<file path="src/rtl/intc_pkg.sv">
package intc_pkg;
  localparam int NSLOT  = 17;
  localparam int NMSK   = NSLOT - 2;
  localparam int NPIN   = 6;
  localparam int NHW    = 10;
  localparam int NEV    = NPIN + 1 + NHW;
  localparam int SLOT_W = $clog2(NSLOT);
  localparam int BRK_SLOT = NSLOT - 1;
  localparam int KEY_EV = NPIN;
  localparam logic [15:0] VEC_TOP = 16'hFFFC;

  typedef enum logic [1:0] {ST_IDLE, ST_FLO, ST_FHI} fetch_st_t;

  // Event-vector index helpers: pins, then wake-up, then peripheral pulses.
  function automatic int pin_ev(input int k);
    return k;
  endfunction
  function automatic int hw_ev(input int k);
    return NPIN + 1 + k;
  endfunction

  // Source routing for maskable slot m; use_b selects the alternate source.
  function automatic int src_idx(input int m, input bit use_b);
    int a, b;
    case (m)
      1:  begin a = pin_ev(0); b = pin_ev(0); end
      2:  begin a = hw_ev(0);  b = hw_ev(0);  end
      3:  begin a = pin_ev(1); b = pin_ev(1); end
      4:  begin a = hw_ev(1);  b = hw_ev(1);  end
      5:  begin a = hw_ev(2);  b = hw_ev(2);  end
      6:  begin a = hw_ev(3);  b = pin_ev(5); end
      7:  begin a = hw_ev(4);  b = hw_ev(4);  end
      8:  begin a = hw_ev(5);  b = hw_ev(5);  end
      9:  begin a = hw_ev(6);  b = hw_ev(6);  end
      10: begin a = hw_ev(7);  b = hw_ev(7);  end
      11: begin a = pin_ev(3); b = pin_ev(5); end
      12: begin a = pin_ev(4); b = KEY_EV;    end
      13: begin a = hw_ev(8);  b = hw_ev(9);  end
      14: begin a = pin_ev(2); b = pin_ev(2); end
      default: begin a = hw_ev(9); b = KEY_EV; end
    endcase
    return use_b ? b : a;
  endfunction

  function automatic logic [15:0] vec_lo_addr(input logic [SLOT_W-1:0] s);
    return VEC_TOP - {{(15-SLOT_W){1'b0}}, s, 1'b0};
  endfunction

  function automatic logic [15:0] vec_hi_addr(input logic [SLOT_W-1:0] s);
    return vec_lo_addr(s) + 16'd1;
  endfunction

  // Lowest set index wins (index 0 = highest priority).
  function automatic logic [SLOT_W-1:0] first_set(input logic [NSLOT-1:0] v);
    logic [SLOT_W-1:0] r;
    r = '0;
    for (int i = NSLOT - 1; i >= 0; i--) begin
      if (v[i]) r = SLOT_W'(i);
    end
    return r;
  endfunction
endpackage

</file>
<file path="src/rtl/intc_edge_det.sv">
module intc_edge_det (
  input  logic clk,
  input  logic rst_n,
  input  logic lvl,
  input  logic rise_sel,
  output logic evt
);
  logic s1, s2, prev;

  always_ff @(posedge clk) begin
    if (!rst_n) begin
      s1   <= 1'b0;
      s2   <= 1'b0;
      prev <= 1'b0;
    end else begin
      s1   <= lvl;
      s2   <= s1;
      prev <= s2;
    end
  end

  // Event only on a transition whose new level equals the chosen edge.
  assign evt = (s2 ^ prev) & (s2 == rise_sel);

  // a steady synchronized level never yields an event, whatever rise_sel does
  p_quiet_pin_r8: assert property (@(posedge clk) disable iff (!rst_n)
    $stable(s2) |-> !evt);

  // an edge event lasts a single cycle
  p_single_evt_r7: assert property (@(posedge clk) disable iff (!rst_n)
    evt |=> !evt);
endmodule

</file>
<file path="src/rtl/intc_src_route.sv">
module intc_src_route
  import intc_pkg::*;
(
  input  logic [NEV-1:0]  ev,
  input  logic [NMSK-1:0] src_sel,
  output logic [NMSK-1:0] msk_set
);
  for (genvar m = 1; m <= NMSK; m++) begin : g_slot
    localparam int IA = src_idx(m, 1'b0);
    localparam int IB = src_idx(m, 1'b1);
    assign msk_set[m-1] = src_sel[m-1] ? ev[IB] : ev[IA];
  end
endmodule

</file>
<file path="src/rtl/intc_req_bank.sv">
module intc_req_bank
  import intc_pkg::*;
(
  input  logic              clk,
  input  logic              rst_n,
  input  logic [NSLOT-1:0]  set_vec,
  input  logic              ack_take,
  input  logic [SLOT_W-1:0] ack_slot,
  input  logic              clr_we,
  input  logic [NSLOT-1:0]  clr_mask,
  output logic [NSLOT-1:0]  pend
);
  logic [NSLOT-1:0] ack_clr, sw_clr;

  assign ack_clr = ack_take ? (NSLOT'(1) << ack_slot) : '0;
  assign sw_clr  = clr_we ? clr_mask : '0;

  always_ff @(posedge clk) begin
    if (!rst_n) pend <= NSLOT'(1);
    else        pend <= (pend & ~(ack_clr | sw_clr)) | set_vec;
  end

  // the accepted slot is cleared unless a new event lands on it
  p_ack_clear_r11: assert property (@(posedge clk) disable iff (!rst_n)
    (ack_take && !set_vec[ack_slot]) |=> !pend[$past(ack_slot)]);

  // software clear drops every masked slot that had no new event
  p_sw_clear_r12: assert property (@(posedge clk) disable iff (!rst_n)
    clr_we |=> ((pend & $past(clr_mask & ~set_vec)) == '0));

  // a break pulse always latches the break slot
  p_brk_set_r6: assert property (@(posedge clk) disable iff (!rst_n)
    set_vec[BRK_SLOT] |=> pend[BRK_SLOT]);
endmodule

</file>
<file path="src/rtl/intc_arbiter.sv">
module intc_arbiter
  import intc_pkg::*;
(
  input  logic              clk,
  input  logic              rst_n,
  input  logic [NSLOT-1:0]  pend,
  input  logic [NMSK-1:0]   slot_en,
  input  logic              glob_dis,
  input  logic              ack,
  output logic              irq_valid,
  output logic [SLOT_W-1:0] irq_slot,
  output logic [15:0]       vec_lo,
  output logic [15:0]       vec_hi,
  output logic              fetch_valid,
  output logic [15:0]       fetch_addr,
  output logic              ack_take
);
  logic [NSLOT-1:0]  elig;
  logic              win_any;
  logic [SLOT_W-1:0] win_slot;
  logic              valid_q;
  logic [SLOT_W-1:0] slot_q;
  logic              sample;
  fetch_st_t         st;

  assign elig[0]        = pend[0];
  assign elig[BRK_SLOT] = pend[BRK_SLOT];
  for (genvar m = 1; m <= NMSK; m++) begin : g_gate
    assign elig[m] = pend[m] & slot_en[m-1] & ~glob_dis;
  end

  assign win_any  = |elig;
  assign win_slot = first_set(elig);

  assign irq_valid = valid_q && (st == ST_IDLE);
  assign ack_take  = ack && irq_valid;
  // Sampling point: idle cycles without an accept, and the final fetch cycle.
  assign sample    = ((st == ST_IDLE) && !ack_take) || (st == ST_FHI);

  always_ff @(posedge clk) begin
    if (!rst_n) begin
      st      <= ST_IDLE;
      valid_q <= 1'b0;
      slot_q  <= '0;
    end else begin
      case (st)
        ST_IDLE: if (ack_take) st <= ST_FLO;
        ST_FLO:  st <= ST_FHI;
        default: st <= ST_IDLE;
      endcase
      if (sample) begin
        valid_q <= win_any;
        slot_q  <= win_slot;
      end
    end
  end

  assign irq_slot    = slot_q;
  assign vec_lo      = vec_lo_addr(slot_q);
  assign vec_hi      = vec_hi_addr(slot_q);
  assign fetch_valid = (st != ST_IDLE);
  assign fetch_addr  = (st == ST_FHI) ? vec_hi : (st == ST_FLO) ? vec_lo : 16'h0000;

  // a maskable winner must be enabled and not globally disabled
  p_mask_gate_r4: assert property (@(posedge clk) disable iff (!rst_n)
    (win_any && win_slot != '0 && win_slot != SLOT_W'(BRK_SLOT))
      |-> (slot_en[win_slot - SLOT_W'(1)] && !glob_dis));

  // no eligible slot above the chosen winner
  p_prio_r3: assert property (@(posedge clk) disable iff (!rst_n)
    win_any |-> ((elig & ((NSLOT'(1) << win_slot) - NSLOT'(1))) == '0));

  // slot frozen across the low-byte fetch cycle
  p_freeze_r11: assert property (@(posedge clk) disable iff (!rst_n)
    (st == ST_FLO) |=> $stable(irq_slot));

  // the second fetch address is one above the first
  p_fetch_hi_r2: assert property (@(posedge clk) disable iff (!rst_n)
    (fetch_valid && $past(fetch_valid)) |-> (fetch_addr == $past(fetch_addr) + 16'd1));

  // no fetch starts without a presented slot
  p_no_idle_fetch_r13: assert property (@(posedge clk) disable iff (!rst_n)
    (st == ST_IDLE && !irq_valid) |=> !fetch_valid);
endmodule

</file>
<file path="src/rtl/prio_vec_intc.sv">
module prio_vec_intc
  import intc_pkg::*;
(
  input  logic              clk,
  input  logic              rst_n,
  input  logic [NPIN-1:0]   pin_lvl,
  input  logic [NPIN-1:0]   pin_rise,
  input  logic [7:0]        key_port,
  input  logic [NHW-1:0]    hw_evt,
  input  logic              brk_req,
  input  logic [NMSK-1:0]   slot_en,
  input  logic              glob_dis,
  input  logic [NMSK-1:0]   src_sel,
  input  logic              clr_we,
  input  logic [NSLOT-1:0]  clr_mask,
  input  logic              ack,
  output logic              irq_valid,
  output logic [SLOT_W-1:0] irq_slot,
  output logic [15:0]       vec_lo,
  output logic [15:0]       vec_hi,
  output logic              fetch_valid,
  output logic [15:0]       fetch_addr
);
  logic [NPIN-1:0]   pin_evt;
  logic              key_evt;
  logic [NEV-1:0]    ev;
  logic [NMSK-1:0]   msk_set;
  logic [NSLOT-1:0]  set_vec;
  logic [NSLOT-1:0]  pend;
  logic              ack_take;

  for (genvar k = 0; k < NPIN; k++) begin : g_pin
    intc_edge_det u_det (
      .clk(clk), .rst_n(rst_n), .lvl(pin_lvl[k]), .rise_sel(pin_rise[k]), .evt(pin_evt[k])
    );
  end

  // Wake-up: falling edge of the port AND, fixed polarity
  intc_edge_det u_key (
    .clk(clk), .rst_n(rst_n), .lvl(&key_port), .rise_sel(1'b0), .evt(key_evt)
  );

  assign ev = {hw_evt, key_evt, pin_evt};

  intc_src_route u_route (.ev(ev), .src_sel(src_sel), .msk_set(msk_set));

  assign set_vec = {brk_req, msk_set, 1'b0};

  intc_req_bank u_bank (
    .clk(clk), .rst_n(rst_n), .set_vec(set_vec), .ack_take(ack_take),
    .ack_slot(irq_slot), .clr_we(clr_we), .clr_mask(clr_mask), .pend(pend)
  );

  intc_arbiter u_arb (
    .clk(clk), .rst_n(rst_n), .pend(pend), .slot_en(slot_en), .glob_dis(glob_dis),
    .ack(ack), .irq_valid(irq_valid), .irq_slot(irq_slot), .vec_lo(vec_lo),
    .vec_hi(vec_hi), .fetch_valid(fetch_valid), .fetch_addr(fetch_addr),
    .ack_take(ack_take)
  );

  // the reset slot is the only request right after reset
  p_reset_pend_r1: assert property (@(posedge clk)
    (!rst_n) |=> (pend == NSLOT'(1)));
endmodule

</file>
<file path="config.mk">
export PLATFORM = sky130hd
export DESIGN_NAME = prio_vec_intc
export DESIGN_NICKNAME = d
export VERILOG_FILES = /design/src/rtl/intc_pkg.sv /design/src/rtl/intc_edge_det.sv /design/src/rtl/intc_src_route.sv /design/src/rtl/intc_req_bank.sv /design/src/rtl/intc_arbiter.sv /design/src/rtl/prio_vec_intc.sv
export SDC_FILE = /design/constraint.sdc
export NUM_CORES = 1
export LEC_CHECK = 0
export ABC_CLOCK_PERIOD_IN_PS = 2090
export BUFFER_PORTS_ARGS = -buffer_cell sky130_fd_sc_hd__buf_2
export CAP_MARGIN = 20
export CORE_ASPECT_RATIO = 1.2
export CORE_MARGIN = 3
export CORE_UTILIZATION = 45
export DETAILED_ROUTE_END_ITERATION = 6
export PLACE_DENSITY_LB_ADDON = 0.15
export SYNTH_ARGS = -nofsm -noshare
export SYNTH_HDL_FRONTEND = slang
export SYNTH_SLANG_ARGS = --single-unit
</file>
<file path="constraint.sdc">
create_clock -name clk -period 2.09 [get_ports clk]
set_input_delay 0.209 -clock clk [delete_from_list [all_inputs] [get_ports clk]]
set_output_delay 0.209 -clock clk [all_outputs]
set_load 0.01 [all_outputs]
</file>
==> results of run 1 <==
## layout make-up
cell class | instances | share of cell area
Inverter | 7 | 0.008621
Tap cell | 62 | 0.02545
Multi-Input combinational cell | 238 | 0.4544
Clock buffer | 6 | 0.02381
Clock inverter | 1 | 0.002463
Sequential cell | 46 | 0.3021
Timing Repair Buffer | 110 | 0.1831
## cell families after synthesis
family | share of synthesized area
AND/OR/NAND/NOR | 0.2565
other | 0.002926
buffers and inverters | 0.1321
adder cells (fa/ha/maj) | 0.04388
flip-flops | 0.3588
multiplexers | 0.01170
AO/OA/AOI/OAI | 0.1838
XOR/XNOR | 0.01024
## synth_stat cells (2+ instances only)
master,instances,area (um^2)
a21boi_0,2,15.01
nand2_1,54,202.7
nor4_1,2,12.51
clkbuf_1,7,26.28
nor2_1,19,71.32
nand4b_1,2,17.52
xnor2_1,2,17.52
a211oi_1,2,15.01
buf_2,2,10.01
a31oi_1,5,31.28
buf_4,35,262.8
and3_1,4,25.02
mux2i_1,3,30.03
inv_1,7,26.28
dfxtp_1,46,920.9
nand4_1,2,12.51
or3b_1,2,17.52
conb_1,2,7.510
nand3_1,9,45.04
nor3_1,6,30.03
a21oi_1,24,120.1
nor2b_1,9,56.30
a32o_1,3,30.03
ha_1,9,112.6
o21ai_0,3,15.01
o21a_1,12,90.09
and2_1,22,137.6
## path summary, 6_finish.rpt
path / end / slack [ns] / cells after the start
worst max-delay path: fetch_addr[4] / 0.20 / 5
worst min-delay path: g_pin[3].u_det.s1$_SDFF_PN0_ / 0.12 / 2
worst max register to register: u_arb.irq_slot[3]$_SDFFE_PN0P_ / 0.33 / 6
worst min register to register: g_pin[1].u_det.s2$_SDFF_PN0_ / 0.44 / 1
## cells in the final DEF, fill, tap and decap left out, types with 7 or more instances in the layout
cell type  Yosys  layout
buf_2          2     107
nand2_1       54      54
dfxtp_1       46      46
a21oi_1       24      24
and2_1        22      22
conb_1         2      20
nor2_1        19      19
o21a_1        12      12
nand3_1        9       9
nor2b_1        9       9
ha_1           9       9
inv_1          7       7
## metal layers
layer | part of all wire | GRT usage
met1 | 0.42 | 0.2240
met2 | 0.50 | 0.3304
met3 | 0.072 | 0.04432
met4 | 0.012 | 0.05340
met5 | 0 | 0
## through the flow
stage          utilization  setup slack, ns  total power [mW]  std cells
2_1_floorplan            -           0.4613             1.768        336
3_3_place_gp        0.5469           0.3443             1.954        463
3_5_place_dp        0.5469           0.2402             1.970        463
4_1_cts             0.5617           0.1060             2.480        470
5_1_grt             0.5638          0.01226             2.646        470
6_report            0.5638           0.2006             2.461        470
## where the power goes
| group | internal [mW] | leakage, nW | switching [mW] | total, mW |
|---|---|---|---|---|
| clock | 0.230 | 0.0373 | 0.284 | 0.514 |
| sequential | 0.942 | 0.379 | 0.0535 | 0.996 |
| combinational | 0.401 | 1.04 | 0.550 | 0.951 |
## flip-flops by register name, summed over array words and instances, names as in the netlist
name              flops
u_arb.st              2
g_pin.u_det.s1        6
u_arb.valid_q         1
u_key.s2              1
g_pin.u_det.prev      6
u_arb.irq_slot        5
u_key.s1              1
g_pin.u_det.s2        6
u_key.prev            1
u_bank.pend          17
## repair_timing
action | in CTS | in global routing
hold buffers | 0 | 0
setup endpoints to repair | 0 | 2
resized for setup | 0 | 2
==> flow_metrics.env, run 1 <==
export IMPL_slowest_delay_ns=0.44
export IMPL_irDropWorstVdd_v=0.0004266
export IMPL_postRouteAntennaNets=0
export IMPL_diodes=0
export IMPL_netlist_area_um2=2566
export IMPL_hp_start="pin_lvl[3]"
export IMPL_track_usage=0.1876
export IMPL_hpwl_mm=4.917
export IMPL_num_rows=29
export IMPL_clock_path_buffers=2
export IMPL_synth_seq_cells=46
export IMPL_start_kind="flip-flop"
export IMPL_io_buffers=107
export IMPL_num_vias=2334
export IMPL_hold_viol_final=0
export IMPL_cts_htree_levels=2
export IMPL_path_buf_inv=2
export IMPL_routed_wl_mm=6.152
export IMPL_status="completed"
export IMPL_synth_distinct_cells=50
export IMPL_path_max_fanout=7
export IMPL_place_area_um2=2957
export IMPL_arrival_ns=1.68
export IMPL_fin_crit_ns=1.889
export IMPL_period_share=0.9040
export IMPL_die_x_um=74.94
export IMPL_grt_max_degree=26
export IMPL_finClkSkew_ns=0.006058
export IMPL_syn_to_final_growth_pct=18.77
export IMPL_seqCellArea_um2=920.9
export IMPL_nets=500
export IMPL_setup_viol=0
export IMPL_avgSynthCellArea_um2=8.070
export IMPL_holdWs_ns=0.1151
export IMPL_drtPass1Iterations=4
export IMPL_fin_tns_setup_ns=0
export IMPL_synth_edf_count=0
export IMPL_path_class="reg -> out"
export IMPL_post_cts_buffers=0
export IMPL_powerDensity_nw_per_um2=807.5
export IMPL_cts_buffers=5
export IMPL_required_ns=1.88
export IMPL_cts_sinks=46
export IMPL_drc=0
export IMPL_clkTransAtPathRegs_ns=0.08
export IMPL_gp_congestion=0.8816
export IMPL_synth_cells=318
export IMPL_first_iter_violations=109
export IMPL_die_y_um=88.73
export IMPL_antenna_found_initial=0
export IMPL_min_path_type="in -> reg"
export IMPL_grt_pass1_wl_mm=9.639
export IMPL_initial_utilization=0.4747
export IMPL_grt_setup_unrepaired="no"
export IMPL_grt_pass1_vias=2157
export IMPL_routedWlPerCell_um=13.09
export IMPL_timing_rr_start="u_arb.st[0]$_SDFFE_PN0N_"
export IMPL_async_flop_share=0
export IMPL_io_pins=138
export IMPL_synth_warnings=0
export IMPL_cts_tree="built"
export IMPL_yosysSeqAreaShare=0.3588
export IMPL_cp_cell_sequence="inv_1, nor3_2, xnor2_1, nor2b_1, buf_2"
export IMPL_cp_slowest_cell="dfxtp_1"
export IMPL_max_cap_violations=0
export IMPL_ys_flop_type="dfxtp_1"
export IMPL_final_layout_size_suffix_gt1_frac=0.3039
export IMPL_drv_slew=0
export IMPL_cpLargestDelayFamily="simple AND/OR/NAND/NOR gates"
export IMPL_viasPerCell=4.966
export IMPL_end_kind="primary output"
export IMPL_grt_overflow_total=0
export IMPL_crit_start="u_arb.irq_slot[0]$_SDFFE_PN0P_"
export IMPL_stdcell_area_um2=3048
export IMPL_clock_fmax_mhz=529.3
export IMPL_leakagePower_nw=1.461
export IMPL_fill_cells=537
export IMPL_clock_latency_ns=0.29
export IMPL_multiInputGateArea_um2=1385
export IMPL_core_area_um2=5406
export IMPL_dieArea_um2=6649
export IMPL_cts_root_buf="clkbuf_8"
Power figures use the tool's default switching activity.
==> inputs of run 2 (changes only) <==
Settings changed: ABC_CLOCK_PERIOD_IN_PS 2090 to 1800.
Clock period 2.09 ns to 1.8 ns, I/O delays scaled along.
==> flow_metrics.env, run 2 (synthesis results as in run 1) <==
export IMPL_status="completed"
export IMPL_hpwl_mm=4.974
export IMPL_path_class="reg -> out"
export IMPL_viasPerCell=5.008
export IMPL_final_common_cell="buf_2"
export IMPL_core_area_um2=5406
export IMPL_grt_overflow_total=0
export IMPL_clock_path_buffers=2
export IMPL_dr_wl_met3_um=520
export IMPL_wl_met2_mm=3.062
export IMPL_hold_viol_final=0
export IMPL_clkTransAtPathRegs_ns=0.08
export IMPL_first_iter_violations=121
export IMPL_holdWs_ns=0.08633
export IMPL_place_inst=467
export IMPL_period_share=0.9646
export IMPL_cts_tree="built"
export IMPL_drv_slew=0
export IMPL_nets=505
export IMPL_setup_viol=0
export IMPL_pwr_share_seq=0.392
export IMPL_grt_pass1_vias=2134
export IMPL_track_usage=0.1854
export IMPL_highest_layer="met4"
export IMPL_slowest_delay_ns=0.32
export IMPL_required_ns=1.62
export IMPL_min_path_type="in -> reg"
export IMPL_combinationalPowerShare=0.401
export IMPL_initial_utilization=0.4747
export IMPL_antenna_found_initial=0
export IMPL_start_kind="flip-flop"
export IMPL_worstMarginPinSlew_ns=0.5138
export IMPL_path_max_fanout=6
export IMPL_diodes=0
export IMPL_switching_power_mw=1.059
export IMPL_gp_congestion=0.8967
export IMPL_drtPass1Iterations=4
export IMPL_io_pins=138
export IMPL_end_kind="primary output"
export IMPL_num_rows=29
export IMPL_io_buffers=107
export IMPL_syn_to_final_growth_pct=20.97
export IMPL_final_layout_size_suffix_gt1_frac=0.3220
export IMPL_fin_crit_ns=1.736
export IMPL_max_cap_violations=0
export IMPL_postRouteAntennaNets=0
export IMPL_cts_htree_levels=2
export IMPL_die_x_um=74.94
export IMPL_grt_max_degree=35
export IMPL_relSlewSlack=0.6574
export IMPL_routedWlPerCell_um=13.02
export IMPL_die_y_um=88.73
export IMPL_swShare=0.3592
export IMPL_clock_fmax_mhz=576.0
export IMPL_grt_pass1_wl_mm=9.411
export IMPL_irDropWorstVdd_v=0.0005344
export IMPL_wl_met1_mm=2.503
export IMPL_largest_reg_flops=17
export IMPL_finClkSkew_ns=0.007623
export IMPL_cp_cell_sequence="buf_4, ha_1, nand3_1, xor2_2, nor2b_1, buf_2"
export IMPL_arrival_ns=1.56
export IMPL_clkPwrFrac=0.206
export IMPL_dieArea_um2=6649
export IMPL_power_internal_mw=1.889
export IMPL_num_vias=2379
export IMPL_powerDensity_nw_per_um2=949.5
export IMPL_cp_slowest_cell="dfxtp_1"
export IMPL_leakagePower_nw=1.502
export IMPL_top_register="u_bank.pend"
export IMPL_cts_buffers=5
export IMPL_drc=0
export IMPL_clock_latency_ns=0.30
export IMPL_routed_wl_mm=6.186
export IMPL_cts_root_buf="clkbuf_8"
export IMPL_cts_sinks=46
export IMPL_mostFrequentLayoutCells="buf_2, nand2_1, dfxtp_1, a21oi_1, and2_1"
export IMPL_layout_cells_non_filler=475
==> run 2: cell count changes in the layout (fill, tap and decap cells not counted), sizes merged <==
cell,before,now
buf,110,115
==> run 2: metal layers <==
| layer | track usage | vias to the layer above |
|---|---|---|
| met3 | 0.04886 | 9 |
| met2 | 0.3185 | 93 |
| li1 | - | 1213 |
| met5 | 0 | - |
| met1 | 0.2201 | 1064 |
| met4 | 0.06472 | 0 |
==> run 2: critical path, delay by kind of cell (launching register included) <==
family,cells,cell delay [ns]
and+or+nand+nor,2,0.27
buffers and inverters,2,0.29
xor gates and xnor gates,1,0.15
adders and majority gates,1,0.22
DFF,1,0.32
==> run 2: through the flow <==
step                setup TNS [ns]  setup slack [ns]  total power [mW]  cell area [um^2]  utilization
finish                           0           0.06378             2.948              3104       0.5742
floorplan                        0            0.2003             2.053              2634            -
detailed placement               0            0.1260             2.348              2987       0.5524
CTS                              0           0.01372             2.955              3072       0.5682
global route              -0.01932          -0.01932             3.167              3104       0.5742
global placement                 0            0.1960             2.326              2987       0.5524
==> run 2: cell type report <==
cell class                      instances  area, um^2
Sequential cell                        46       922.1
Multi-Input combinational cell        238        1403
Inverter                                7       26.28
Timing Repair Buffer                  115       595.6
Tap cell                               62       77.57
Fill cell                             536        2302
Clock buffer                            6       72.57
Clock inverter                          1       7.507
==> run 2: final timing paths <==
| kind | from | to | slack, ns | cells after the start |
|---|---|---|---|---|
| max | u_arb.irq_slot[0]$_SDFFE_PN0P_ | fetch_addr[5] | 0.06 | 6 |
| min | pin_lvl[1] | g_pin[1].u_det.s1$_SDFF_PN0_ | 0.09 | 2 |
| max reg2reg | u_arb.st[1]$_SDFFE_PN0N_ | u_arb.irq_slot[1]$_SDFFE_PN0P_ | 0.18 | 8 |
| min reg2reg | g_pin[3].u_det.s1$_SDFF_PN0_ | g_pin[3].u_det.s2$_SDFF_PN0_ | 0.43 | 1 |
==> run 2: power groups by stage <==
stage	logic [mW]	clock network [mW]	registers [mW]
6_report	1.18	0.608	1.16
5_1_grt	1.34	0.661	1.17
4_1_cts	1.17	0.627	1.16
3_5_place_dp	1.17	0	1.18
3_3_place_gp	1.15	0	1.18
2_1_floorplan	0.887	0	1.17
==> run 2: repair_timing <==
item / CTS / global route
setup buffers: 0 / 1
gates resized for setup: 1 / 6
setup endpoints to repair: 1 / 9
gates cloned: 0 / 0
hold buffers: 0 / 0
==> inputs of run 3 (changes only) <==
Settings changed: CORE_UTILIZATION 45 to 46, SYNTH_HIERARCHICAL from default to 1.
==> flow_metrics.env, run 3 <==
export IMPL_status="completed"
export IMPL_synth_cells=307
export IMPL_die_x_um=76.04
export IMPL_path_max_fanout=3
export IMPL_diodes=0
export IMPL_avgSynthCellArea_um2=8.820
export IMPL_synth_edf_count=0
export IMPL_preCtsSetupSlack_ns=0.004327
export IMPL_grt_setup_unrepaired="yes"
export IMPL_drv_slew=0
export IMPL_largest_reg_flops=17
export IMPL_final_setup_worst_slack_ns=0.08031
export IMPL_slowest_delay_ns=0.41
export IMPL_arrival_ns=1.91
export IMPL_timing_rr_start="u_arb/st[1]$_SDFFE_PN0N_"
export IMPL_io_pins=138
export IMPL_drtPass1Iterations=4
export IMPL_core_area_um2=5668
export IMPL_place_area_um2=3109
export IMPL_combinationalPowerShare=0.386
export IMPL_start_kind="flip-flop"
export IMPL_yosysMostFrequentCell="dfxtp_1"
export IMPL_yosysSeqAreaShare=0.3401
export IMPL_final_common_cell="buf_2"
export IMPL_track_usage=0.1831
export IMPL_antenna_found_initial=0
export IMPL_stdcell_area_um2=3303
export IMPL_clkTransAtPathRegs_ns=0.08
export IMPL_die_y_um=90.05
export IMPL_grt_pass1_wl_mm=10.33
export IMPL_ys_flop_type="dfxtp_1"
export IMPL_cts_sinks=46
export IMPL_mostFrequentLayoutCells="buf_2, dfxtp_1, nand2_1, conb_1, inv_1"
export IMPL_routed_wl_mm=6.223
export IMPL_clkPwrFrac=0.276
export IMPL_gp_congestion=0.8723
export IMPL_cts_buffers=5
export IMPL_synth_distinct_cells=53
export IMPL_drc=0
export IMPL_path_class="reg -> reg"
export IMPL_cts_htree_levels=2
export IMPL_clock_latency_ns=0.30
export IMPL_top_register="u_bank/pend"
export IMPL_final_layout_size_suffix_gt1_frac=0.4065
export IMPL_fin_tns_setup_ns=0
export IMPL_hold_viol_final=0
export IMPL_switching_power_mw=1.058
export IMPL_end_kind="flip-flop"
export IMPL_io_buffers=107
export IMPL_first_iter_violations=58
export IMPL_clock_path_buffers=2
export IMPL_required_ns=1.99
export IMPL_num_vias=2318
export IMPL_postRouteAntennaNets=0
export IMPL_clock_fmax_mhz=581.5
export IMPL_max_cap_violations=0
export IMPL_setup_viol=0
export IMPL_cts_tree="built"
export IMPL_irDropWorstVdd_v=0.0004955
export IMPL_period_share=0.9554
export IMPL_synth_largest_area_cell="dfxtp_1"
export IMPL_grt_max_degree=31
export IMPL_ys_top_cells_by_count="dfxtp_1, buf_4, nand2_1"
export IMPL_viasPerCell=4.819
export IMPL_crit_start="u_arb/st[1]$_SDFFE_PN0N_"
export IMPL_grt_overflow_total=0
export IMPL_min_path_type="in -> reg"
export IMPL_nets=488
export IMPL_num_rows=30
export IMPL_routedWlPerCell_um=12.94
export IMPL_netlist_area_um2=2708
export IMPL_cp_cell_sequence="inv_2, ha_4, a21boi_4, nor2_4, nor3_4, or3b_4, o311a_1"
export IMPL_synth_warnings=6
export IMPL_swShare=0.3128
export IMPL_cts_root_buf="clkbuf_8"
export IMPL_syn_to_final_growth_pct=22.00
export IMPL_leakagePower_nw=1.528
export IMPL_async_flop_share=0
export IMPL_pwr_share_seq=0.338
export IMPL_synth_area_leaders="dfxtp_1, buf_4, a221oi_1, nand2_1, o21a_1"
export IMPL_hp_start="pin_lvl[2]"
export IMPL_grt_pass1_vias=2295
export IMPL_synth_seq_cells=46
export IMPL_power_mw=3.383
export IMPL_hpwl_mm=4.934
export IMPL_finClkSkew_ns=0.004204
export IMPL_cts_hold_buf=0
export IMPL_dieArea_um2=6847
export IMPL_cp_slowest_cell="or3b_4"
export IMPL_powerDensity_nw_per_um2=1024
export IMPL_synth_top_cell_area_share=0.3401
export IMPL_initial_utilization=0.4777
export IMPL_power_internal_mw=2.325
export IMPL_fin_crit_ns=1.720
==> run 3: changes by cell type in the layout (fill, tap and decap cells not counted), moves of 4 or more <==
cell      change
a221oi_1     +14
and2_1        -6
dfxtp_1       -5
and2_2        +9
nor2_1       -10
o22ai_2       +7
ha_1          -4
inv_1        +13
a21oi_1      -12
nand2_1      -23
nand2b_1      +6
==> run 3: metal layers <==
layer / wire length, um / global-route usage
met1: 2511 / 0.2046
met2: 3208 / 0.3388
met3: 452 / 0.04709
met4: 51 / 0.05438
met5: 0 / 0
==> run 3: cell families after synthesis <==
kind of cell / after synthesis / share of synthesized area
other: 3 / 0.004159
adders and majority gates: 5 / 0.02311
muxes: 8 / 0.03466
and+or+nand+nor: 103 / 0.2255
AOI/OAI and AO/OA: 66 / 0.1982
xor gates and xnor gates: 3 / 0.009706
buffers and inverters: 73 / 0.1645
DFF: 46 / 0.3401
==> run 3: final timing paths <==
kind | end | slack [ns] | cells after the start
hold / removal | g_pin[2].u_det/s1$_SDFF_PN0_ | 0.08 | 2
hold reg to reg | g_pin[0].u_det/s2$_SDFF_PN0_ | 0.44 | 1
setup / recovery | u_arb/valid_q$_SDFFE_PN0P_ | 0.08 | 7
setup reg to reg | u_arb/valid_q$_SDFFE_PN0P_ | 0.08 | 7
==> run 3: per-stage QoR <==
step	hold slack, ns	cells	utilization
finish	0.07668	481	0.5828
global route	0.07865	481	0.5828
CTS	0.07076	481	0.5808
detailed placement	0.3847	468	0.5486
global placement	0.3795	468	0.5486
floorplan	0.3017	327	-
==> run 3: power by group through the flow <==
stage	clock network [mW]	logic (mW)	registers [mW]
floorplan	0	0.986	1.16
global placement	0	1.23	1.17
detailed placement	0	1.25	1.17
CTS	0.959	1.31	1.15
global route	1.00	1.45	1.15
finish	0.934	1.31	1.14
==> run 3: cell type report <==
cell class | count | area, um^2
well taps | 80 | 100.1
inverters | 22 | 82.58
clock inverters | 2 | 60.06
flip-flops and latches | 46 | 933.4
fillers | 558 | 2365
repair buffers | 117 | 610.6
multi-input cells | 208 | 1434
clock buffers | 6 | 82.58
==> run 3: what timing repair did <==
| action | CTS | global route |
|---|---|---|
| setup buffers | 5 | 0 |
| gates resized for setup | 2 | 6 |
| setup endpoints to repair | 2 | 7 |
| pin swaps | 3 | 1 |
==> run 3: critical path, delay by kind of cell, from the launching register on <==
kind / cells / cell delay [ns]
AO/OA/AOI/OAI: 2 / 0.49
adder cells (fa/ha/maj): 1 / 0.13
buffers and inverters: 1 / 0.08
flip-flops: 1 / 0.34
AND/OR/NAND/NOR: 3 / 0.58
